File: src/rtl/rf_pkg.sv
package rf_pkg;
  localparam int unsigned OP_W = 4;

  typedef enum logic [OP_W-1:0] {
    OP_IDLE  = 4'd0,
    OP_STOP  = 4'd1,
    OP_MOVRR = 4'd2,
    OP_MOVIR = 4'd3,
    OP_STORE = 4'd4,
    OP_LOAD  = 4'd5,
    OP_ALU   = 4'd6,
    OP_JUMP  = 4'd7,
    OP_CALL  = 4'd8,
    OP_RET   = 4'd9,
    OP_PUSH  = 4'd10,
    OP_POP   = 4'd11
  } op_kind_e;
endpackage

File: src/rtl/rf_port_select.sv
module rf_port_select
  import rf_pkg::*;
#(
  parameter int unsigned ID_W  = 4,
  parameter int unsigned SP_ID = 4,
  parameter int unsigned NREGS = 8
) (
  input  logic [OP_W-1:0] op_kind,
  input  logic [ID_W-1:0] reg_x,
  input  logic [ID_W-1:0] reg_y,
  output logic [ID_W-1:0] src_a,
  output logic [ID_W-1:0] src_b,
  output logic [ID_W-1:0] dst_e,
  output logic [ID_W-1:0] dst_m
);
  localparam logic [ID_W-1:0] NONE_ID = ID_W'(NREGS);
  localparam logic [ID_W-1:0] SP      = ID_W'(SP_ID);

  always_comb begin
    src_a = NONE_ID;
    src_b = NONE_ID;
    dst_e = NONE_ID;
    dst_m = NONE_ID;
    case (op_kind_e'(op_kind))
      OP_MOVRR: begin src_a = reg_x; dst_e = reg_y; end
      OP_MOVIR: begin dst_e = reg_y; end
      OP_STORE: begin src_a = reg_x; src_b = reg_y; end
      OP_LOAD:  begin src_b = reg_y; dst_m = reg_x; end
      OP_ALU:   begin src_a = reg_x; src_b = reg_y; dst_e = reg_y; end
      OP_CALL:  begin src_b = SP; dst_e = SP; end
      OP_RET:   begin src_a = SP; src_b = SP; dst_e = SP; end
      OP_PUSH:  begin src_a = reg_x; src_b = SP; dst_e = SP; end
      OP_POP:   begin src_a = SP; src_b = SP; dst_e = SP; dst_m = reg_x; end
      default:  ;
    endcase
  end
endmodule

File: src/rtl/rf_read_port.sv
module rf_read_port #(
  parameter int unsigned DATA_W = 32,
  parameter int unsigned NREGS  = 8,
  parameter int unsigned ID_W   = 4
) (
  input  logic [NREGS-1:0][DATA_W-1:0] entries,
  input  logic [ID_W-1:0]              sel,
  output logic [DATA_W-1:0]            data
);
  localparam int unsigned IDX_W = $clog2(NREGS);

  always_comb begin
    if (sel < ID_W'(NREGS)) data = entries[sel[IDX_W-1:0]];
    else                    data = '0;
  end
endmodule

File: src/rtl/rf_storage.sv
module rf_storage #(
  parameter int unsigned DATA_W = 32,
  parameter int unsigned NREGS  = 8,
  parameter int unsigned ID_W   = 4
) (
  input  logic              clk,
  input  logic              rst_n,
  input  logic              commit,
  input  logic [ID_W-1:0]   dst_e,
  input  logic [ID_W-1:0]   dst_m,
  input  logic [DATA_W-1:0] wdata_e,
  input  logic [DATA_W-1:0] wdata_m,
  input  logic [ID_W-1:0]   rsel_a,
  input  logic [ID_W-1:0]   rsel_b,
  output logic [DATA_W-1:0] rdata_a,
  output logic [DATA_W-1:0] rdata_b
);
  logic [NREGS-1:0][DATA_W-1:0] regs_q;

  for (genvar i = 0; i < NREGS; i++) begin : g_reg
    logic hit_e, hit_m;
    assign hit_e = commit && (dst_e == ID_W'(i));
    assign hit_m = commit && (dst_m == ID_W'(i));
    always_ff @(posedge clk or negedge rst_n) begin
      if (!rst_n)     regs_q[i] <= '0;
      else if (hit_m) regs_q[i] <= wdata_m;
      else if (hit_e) regs_q[i] <= wdata_e;
    end
  end

  rf_read_port #(.DATA_W(DATA_W), .NREGS(NREGS), .ID_W(ID_W)) u_rd_a (
    .entries(regs_q), .sel(rsel_a), .data(rdata_a));
  rf_read_port #(.DATA_W(DATA_W), .NREGS(NREGS), .ID_W(ID_W)) u_rd_b (
    .entries(regs_q), .sel(rsel_b), .data(rdata_b));
endmodule

File: src/rtl/dual_port_regfile.sv
module dual_port_regfile
  import rf_pkg::*;
#(
  parameter int unsigned DATA_W = 32,
  parameter int unsigned NREGS  = 8,
  parameter int unsigned SP_ID  = 4,
  localparam int unsigned ID_W  = $clog2(NREGS) + 1
) (
  input  logic              clk,
  input  logic              rst_n,
  input  logic [OP_W-1:0]   op_kind,
  input  logic [ID_W-1:0]   reg_x,
  input  logic [ID_W-1:0]   reg_y,
  input  logic [DATA_W-1:0] alu_res,
  input  logic [DATA_W-1:0] mem_res,
  input  logic              commit,
  output logic [DATA_W-1:0] rd_a,
  output logic [DATA_W-1:0] rd_b
);
  logic [ID_W-1:0] src_a, src_b, dst_e, dst_m;

  rf_port_select #(.ID_W(ID_W), .SP_ID(SP_ID), .NREGS(NREGS)) u_sel (
    .op_kind(op_kind), .reg_x(reg_x), .reg_y(reg_y),
    .src_a(src_a), .src_b(src_b), .dst_e(dst_e), .dst_m(dst_m));

  rf_storage #(.DATA_W(DATA_W), .NREGS(NREGS), .ID_W(ID_W)) u_store (
    .clk(clk), .rst_n(rst_n), .commit(commit),
    .dst_e(dst_e), .dst_m(dst_m), .wdata_e(alu_res), .wdata_m(mem_res),
    .rsel_a(src_a), .rsel_b(src_b), .rdata_a(rd_a), .rdata_b(rd_b));
endmodule

File: config.mk
export PLATFORM = sky130hd
export DESIGN_NAME = dual_port_regfile
export DESIGN_NICKNAME = d
export VERILOG_FILES = /design/src/rtl/rf_pkg.sv /design/src/rtl/rf_port_select.sv /design/src/rtl/rf_read_port.sv /design/src/rtl/rf_storage.sv /design/src/rtl/dual_port_regfile.sv
export SDC_FILE = /design/constraint.sdc
export NUM_CORES = 1
export LEC_CHECK = 0
export ABC_AREA = 1
export BUFFER_PORTS_ARGS = -buffer_cell sky130_fd_sc_hd__buf_4
export CAP_MARGIN = 20
export CELL_PAD_IN_SITES_DETAIL_PLACEMENT = 1
export CELL_PAD_IN_SITES_GLOBAL_PLACEMENT = 2
export CORE_MARGIN = 1
export CORE_UTILIZATION = 36
export CTS_CLUSTER_DIAMETER = 120
export DETAILED_ROUTE_END_ITERATION = 16
export PLACE_DENSITY_LB_ADDON = 0.1
export SYNTH_ARGS = -nofsm -noshare
export SYNTH_HDL_FRONTEND = slang
export SYNTH_SLANG_ARGS = --single-unit
File: constraint.sdc
create_clock -name clk -period 2.5 [get_ports clk]
set_input_delay 0.125 -clock clk [delete_from_list [all_inputs] [get_ports clk]]
set_output_delay 0.125 -clock clk [all_outputs]
set_load 0.02 [all_outputs]
==> results.json <==
{
  "design.core.area_mm2": 0.0504,
  "ios": 143,
  "gr-usage-all-layers_pct": 37.1,
  "yosysMostFrequentCell": "nand2_1",
  "outcome": "finished, final reports clean",
  "fin_worst_skew_ns": 0,
  "area_growth_pct": 23.1,
  "gp_congestion": 0.872,
  "setup_viol": 0,
  "tightest_slew_ns": 0.986,
  "path_buf_inv": 5,
  "cp.arrival_ns": 2.32,
  "grt_antenna_before_repair": 0,
  "drtIter0Drc": 2024,
  "cts.clk_slew.worst_paths_ns": 0.05,
  "avgRoutedWirePerCell_um": 25.2,
  "fillers": 6655,
  "cap_viol_max_count": 0,
  "whs_ns": 0.0466,
  "irDropWorstVdd_mv": 0.519,
  "die_h_um": 228,
  "crit_family": "buffers and inverters",
  "port_buffers": 142,
  "synth_edf_count": 0,
  "synth_seq_area_share_pct": 34.7,
  "critPathMostFrequentCell": "buf_4",
  "synthTopCellsByArea": "dfrtp_1, nand2_1, nand3_1",
  "grt_overflow": 0,
  "insertion_delay_ns": 0.56,
  "ant_nets": 0,
  "vias": 22900,
  "syn_inst": 3024,
  "crit_type": "in2out",
  "drive_gt1_share_pct": 11.0,
  "max-slew-margin-rel_pct": 34.2,
  "cts_resized": 0,
  "cts_root_buf": "clkbuf_16",
  "synth_top_area_share_pct": 34.7,
  "largestRegisters": "u_store.regs_q x256",
  "h-tree-depth": 2,
  "seq_area_mm2": 0.00641,
  "syn_avg_cell_area_um2": 6.10,
  "cpPeakStageDelay_ns": 0.55,
  "die_x_um": 228,
  "dp_hpwl_um": 59200,
  "syn-cell-area_mm2": 0.0184,
  "post-route-min-period_ns": 2.44,
  "synthSimpleGateAreaFrac_pct": 50.6,
  "hold_violations": 0,
  "yosys_warnings": 0,
  "synth_fa_ha_area_share_pct": 0,
  "grt_max_degree": 75,
  "drt-pass1-iter-count": 5,
  "cts_tree": "built",
  "multi_input_area_mm2": 0.0103,
  "dpl-instance-area_mm2": 0.0206,
  "finalMaxSlewViolations": 0,
  "grt_pass1_vias": 24000,
  "cts_sinks": 256,
  "grt_pass1_wl_um": 148000,
  "synth_top_area_cell": "dfrtp_1",
  "synth_top_family_by_area": "simple AND/OR/NAND/NOR gates",
  "clk_path_buf_depth": 3,
  "top_register": "u_store.regs_q",
  "cts_hold_buf": 98,
  "synth_commonest_cells": "nand2_1, nand3_1, dfrtp_1",
  "synth-async-reset-ratio_pct": 100,
  "synth_fp_nets": 3103,
  "cts_buffers": 36,
  "max_clock_freq_mhz": 410,
  "n_antenna_cell": 0,
  "p_per_area_mw_per_mm2": 687,
  "row_count": 82,
  "ys_seq_elements": 256,
  "synth.area.mux_share_pct": 0,
  "min_period_over_period_pct": 97.6,
  "leakagePower_nw": 11.6,
  "cts_setup_buffers": 0,
  "start_kind": "primary input",
  "rsz0062_at_grt": "no",
  "setup-tns-final_ns": 0,
  "required_ns": 2.38,
  "p_total_mw": 15.6,
  "synth_xor_area_share_pct": 0,
  "synth_compound_area_share_pct": 4.58,
  "drt-vias-per-instance": 5.96,
  "final_util_pct": 45.1,
  "largest_reg_flops": 256,
  "start_util_pct": 36.6,
  "min_path_type": "in2reg",
  "cp_slowest_cell": "dlygate4sd3_1",
  "final_nets": 3230,
  "post-route-drc-count": 0,
  "worst_setup_path_end_kind": "output port",
  "yosysUniqueCellTypes": 26,
  "path_cells": "dlygate4sd3_1 -> buf_4 -> nand3_4 -> inv_2 -> buf_4 -> nand3_1 -> nand2_1 -> nor2_1 -> nor2_1 -> buf_4",
  "path_max_fanout": 14,
  "fin_area_mm2": 0.0227,
  "synth_ff_type": "dfrtp_1",
  "drt_wl_total_um": 97000,
  "dieArea_mm2": 0.0521
}
[through the flow]
step           std cells  setup WS, ns
6_report            3843        0.0589
5_1_grt             3843        0.0215
2_1_floorplan       3024         0.907
4_1_cts             3843         0.154
3_5_place_dp        3687         0.333
3_3_place_gp        3687         0.374
[worst register-to-register path: stages (launching register included)]
cell and delay (ns):
dfrtp_1 0.41, nand3_1 0.10, nand3_1 0.07, dlygate4sd3_1 0.58
[cell families (layout without fill, tap and decap cells)]
| logic type | Yosys count | in the layout |
|---|---|---|
| AOI/OAI and AO/OA | 151 | 151 |
| buffers and inverters | 459 | 606 |
| DFF | 256 | 256 |
| and+or+nand+nor | 2158 | 2158 |
[routing by layer]
metal	track usage [%]	part of all wire (%)	routed length, um
met1	46.1	41	39600
met2	62.0	47	45700
met3	4.77	6.5	6340
met4	21.2	5.5	5360
met5	0	0	0
[placed cells by master, fill, tap and decap left out, drive strengths merged]
cell type / Yosys / layout
a21oi: 88 / 88
buf: 115 / 262
bufinv: 0 / 2
clkbuf: 156 / 48
clkinv: 2 / 10
dfrtp: 256 / 256
dlygate4sd3: 0 / 98
inv: 186 / 186
nand2: 1226 / 1226
nand3: 685 / 685
nand4: 132 / 132
nor2: 111 / 111
nor3: 3 / 3
o211ai: 26 / 26
o21ai: 36 / 36
o22ai: 1 / 1
or2: 1 / 1
[path summary, 6_finish.rpt]
path / to / slack, ns / startpoint / cells past startpoint
max in group asynchronous: u_store.regs_q[222]$_DFFE_PN0P_ / 1.54 / rst_n / 3
max reg2reg: u_store.regs_q[151]$_DFFE_PN0P_ / 1.22 / u_store.regs_q[151]$_DFFE_PN0P_ / 3
max: rd_a[30] / 0.06 / reg_x[1] / 10
min in group asynchronous: u_store.regs_q[229]$_DFFE_PN0P_ / 0.16 / rst_n / 2
min: u_store.regs_q[92]$_DFFE_PN0P_ / 0.05 / reg_y[3] / 6
min reg2reg: u_store.regs_q[200]$_DFFE_PN0P_ / 0.52 / u_store.regs_q[200]$_DFFE_PN0P_ / 2
[report_power, final]
group          total, mW  internal (mW)  switching (mW)
Sequential          5.86           5.06           0.801
Combinational       4.57           1.80            2.76
Clock               5.17           3.01            2.16
[layout make-up]
cell class                      instances  share of cell area [%]
Tap cell                              672                    3.70
Timing Repair Buffer                  360                    14.6
Inverter                              188                    3.12
Clock inverter                         10                   0.441
Sequential cell                       256                    28.2
Clock buffer                           48                    4.44
Multi-Input combinational cell       2309                    45.5
Note: power is estimated with default switching activity, not from simulation.
